===== src/rtl/conv_ready_watch.sv =====
module conv_ready_watch #(
  parameter int unsigned CLK_HZ     = 250_000_000,
  parameter int unsigned MARGIN_PCT = 10,
  parameter int unsigned WAKE_US    = 20
) (
  input  logic       clk,
  input  logic       rst_n,
  input  logic       arm_i,
  input  logic [2:0] rate_i,
  input  logic       rdy_line_i,
  input  logic       cs_active_i,
  output logic       done_o,
  output logic       from_edge_o
);

  function automatic longint unsigned sps_of(int c);
    case (c)
      0: return 8;
      1: return 16;
      2: return 32;
      3: return 64;
      4: return 128;
      5: return 250;
      6: return 475;
      default: return 860;
    endcase
  endfunction

  function automatic longint unsigned tmo_cycles(int c);
    longint unsigned num, den, wake;
    num  = longint'(CLK_HZ) * (100 + MARGIN_PCT);
    den  = 100 * sps_of(c);
    wake = (longint'(CLK_HZ) * WAKE_US + 999_999) / 1_000_000;
    return (num + den - 1) / den + wake;
  endfunction

  localparam int CW = $clog2(tmo_cycles(0) + 1);

  logic [CW-1:0] lut [8];
  for (genvar g = 0; g < 8; g++) begin : g_lut
    assign lut[g] = CW'(tmo_cycles(g));
  end

  logic [2:0]    sync;
  logic          armed, done_q, edge_q;
  logic [CW-1:0] cnt, lim;

  wire fall = sync[2] & ~sync[1] & armed & cs_active_i;
  wire hit  = (cnt == lim - CW'(1));

  always_ff @(posedge clk) begin
    if (!rst_n) sync <= 3'b111;
    else        sync <= {sync[1], sync[0], rdy_line_i};
  end

  always_ff @(posedge clk) begin
    if (!rst_n) begin
      armed  <= 1'b0;
      done_q <= 1'b0;
      edge_q <= 1'b0;
      cnt    <= '0;
      lim    <= '0;
    end else begin
      done_q <= 1'b0;
      if (arm_i) begin
        armed  <= 1'b1;
        cnt    <= '0;
        lim    <= lut[rate_i];
        edge_q <= 1'b0;
      end else if (armed) begin
        if (fall || hit) begin
          armed  <= 1'b0;
          done_q <= 1'b1;
          edge_q <= fall;
        end else begin
          cnt <= cnt + CW'(1);
        end
      end
    end
  end

  assign done_o      = done_q;
  assign from_edge_o = edge_q;

endmodule



===== config.mk =====
export PLATFORM = sky130hd
export DESIGN_NAME = conv_ready_watch
export DESIGN_NICKNAME = d
export VERILOG_FILES = /design/src/rtl/conv_ready_watch.sv
export SDC_FILE = /design/constraint.sdc
export NUM_CORES = 1
export LEC_CHECK = 0
export ABC_AREA = 1
export BUFFER_PORTS_ARGS = -buffer_cell sky130_fd_sc_hd__buf_2
export CAP_MARGIN = 20
export CORE_UTILIZATION = 50
export DETAILED_ROUTE_END_ITERATION = 10
export PLACE_DENSITY = 0.74
export SETUP_SLACK_MARGIN = 0.2
export SLEW_MARGIN = 10
export SYNTH_ARGS = -nofsm -noshare
export SYNTH_HDL_FRONTEND = slang
export SYNTH_SLANG_ARGS = --single-unit

===== constraint.sdc =====
create_clock -name clk -period 3.1 [get_ports clk]
set_input_delay 0.93 -clock clk [delete_from_list [all_inputs] [get_ports clk]]
set_output_delay 0.93 -clock clk [all_outputs]
set_load 0.02 [all_outputs]

==> flow_summary.json <==
{
  "clock_latency_ns": 0.35,
  "max-slew-margin-rel": 0.6525,
  "ys_warn_count": 0,
  "timing.reg2reg.setup_slack_ns": 0.53,
  "finalWorstSetupSlack_ns": 0.5299,
  "cts_tree": "done",
  "crit_path_max_fanout": 26,
  "peakVddDrop_uv": 383.6,
  "wl_mm": 11.57,
  "synth_top_area_share": 0.2822,
  "detail_route.wl_per_cell_um": 16.04,
  "first_pass_iters": 5,
  "setup_viol": 0,
  "ys_seq_area_frac": 0.2822,
  "ios": 10,
  "synth_commonest_cells": "nand2_1, nor2_1, dfxtp_1, inv_1, xor2_1",
  "synth_edf_count": 0,
  "status": "complete, no violations",
  "worstPathRequired_ns": 3.32,
  "period_needed_ns": 2.570,
  "ys_seq_elements": 57,
  "place_inst": 702,
  "nets": 631,
  "placeableCoreArea_mm2": 0.007767,
  "yosys-top-cells-area": "dfxtp_1, nand2_1, xor2_1",
  "diodes": 0,
  "drive_gt1_frac": 0.1163,
  "cts_root_buf": "clkbuf_8",
  "syn_area_mm2": 0.004044,
  "start_kind": "flip-flop",
  "fmax_ghz": 0.3891,
  "grt_pass1_wl_mm": 18.67,
  "grt_pass1_vias": 3821,
  "cts_hold_buf": 0,
  "yosysUniqueCellTypes": 39,
  "rsz0062_at_grt": "false",
  "critPathKind": "flip-flop to flip-flop",
  "stdcell_count": 721,
  "skew_ns": 0.004415,
  "clkTransAtPathRegs_ns": 0.06,
  "yosys.area.top_type": "dfxtp_1",
  "area.growth.synth_to_final_pct": 8.663,
  "drv_cap": 0,
  "min_period_over_period": 0.8291,
  "grt_overflow_total": 0,
  "gp_congestion": 0.9283,
  "yosysMostFrequentCell": "nand2_1",
  "drt_iter0_markers": 332,
  "drcViolationCount": 0,
  "vias_per_cell": 5.692,
  "h-tree-depth": 3,
  "die_w_um": 91.93,
  "io_buffers": 9,
  "start_util": 0.5206,
  "finalHoldViolations": 0,
  "ant_nets": 0,
  "row_count": 32,
  "ys.flop_type": "dfxtp_1",
  "avgSynthCellArea_um2": 6.651,
  "die_h_um": 91.93,
  "critPathArrivalTime_ns": 2.79,
  "clockBufferDepth": 2,
  "hold_path.class": "flip-flop to flip-flop",
  "tightest_slew_ns": 0.5173,
  "die_area_mm2": 0.008451,
  "dp_hpwl_mm": 8.420,
  "netlist_instances": 608,
  "synth_nets": 625,
  "cts_num_sinks": 57,
  "numCtsBuffers": 9,
  "route.vias.total": 4104,
  "endpoint_kind": "flip-flop",
  "power.leakage_nw": 1.858,
  "track_usage": 0.2850,
  "dp_slack_ns": 0.3915,
  "grt_max_degree": 34,
  "antenna_found_initial": 0,
  "tns_ns": 0,
  "p_per_area_mw_per_mm2": 425.1,
  "synth-async-reset-ratio": 0,
  "drv_slew": 0
}
-- per-layer routing --
metal  vias to the layer above  track usage  part of all wire
met5                         -            0                 0
met4                         0       0.1289             0.024
met3                        24      0.05804             0.080
met2                       198       0.4459              0.45
met1                      1886       0.3769              0.44
li1                       1996            -                 -
-- final timing paths --
| path | from | endpoint | depth (start not counted) |
|---|---|---|---|
| min | sync[0] | sync[1] | 1 |
| max | lim[22] | from_edge_o | 19 |
| max reg2reg | lim[22] | from_edge_o | 19 |
| min reg2reg | sync[0] | sync[1] | 1 |
-- cells in the final DEF (no fill, tap or decap), types with 10 or more instances in the layout --
| cell | synthesis | layout |
|---|---|---|
| o21ai_0 | 12 | 12 |
| clkbuf_8 | 0 | 12 |
| xor2_1 | 37 | 37 |
| dfxtp_1 | 57 | 57 |
| a21oi_1 | 29 | 29 |
| inv_1 | 53 | 53 |
| a21oi_2 | 10 | 10 |
| nand4_1 | 36 | 36 |
| nand3_1 | 28 | 28 |
| nand2_4 | 11 | 11 |
| nand2_1 | 162 | 162 |
| nor2_1 | 73 | 73 |
-- sequential cells by signal (all words and copies together) (netlist names) --
register	count
cnt	26
lim	25
sync	3
armed	1
done_o	1
from_edge_o	1
-- worst max-delay path, cell delays in order (launching register included) --
cell and delay (ns):
dfxtp_1 0.36, inv_2 0.12, ha_1 0.26, nand3_4 0.13, nor2_4 0.17, buf_12 0.15
nand2_1 0.05, nand2_1 0.05, nand2_1 0.07, nor2_1 0.10, nand2_1 0.07, nor2_1 0.11
nand2_1 0.10, nor2_4 0.11, nand2_4 0.09, buf_4 0.24, nand2_1 0.09, nand2_1 0.06
nand2_1 0.07, a21oi_1 0.05
-- stage by stage --
stage	util	hold slack (ns)	power, W	instance area (um2)
detailed placement	0.5332	0.4069	0.001118	4141
global placement	0.5332	0.4069	0.001113	4141
global route	0.5657	0.4462	0.001946	4394
CTS	0.5599	0.4233	0.001858	4349
finish	0.5657	0.4190	0.001868	4394
floorplan	-	0.3925	0.001046	4044
-- power by group --
group | total (W) | internal [W] | switching, W
logic | 0.000341 | 0.000110 | 0.000231
registers | 0.000783 | 0.000755 | 0.0000278
clock network | 0.000744 | 0.000437 | 0.000308
total | 0.00187 | 0.00130 | 0.000566
-- kinds of logic after synthesis --
| group | after synthesis | synth area share |
|---|---|---|
| simple gates | 346 | 0.4044 |
| xor+xnor | 44 | 0.09530 |
| flops | 57 | 0.2822 |
| fa+ha+maj | 9 | 0.02785 |
| buf+inv | 81 | 0.08354 |
| compound gates | 71 | 0.1067 |
-- timing repair --
item	in CTS	in global routing
setup endpoints to repair	0	28
setup buffers	0	2
endpoints found under the hold margin	0	0
gates resized for setup	0	1
-- final cells by class --
cell class | instances | area [um2]
Fill cell | 776 | 3373
Multi-Input combinational cell | 471 | 2582
Sequential cell | 57 | 1141
Inverter | 58 | 217.7
Clock buffer | 14 | 172.7
Tap cell | 102 | 127.6
Timing Repair Buffer | 17 | 117.6
Clock inverter | 2 | 35.03
Power figures use the tool's default switching activity.
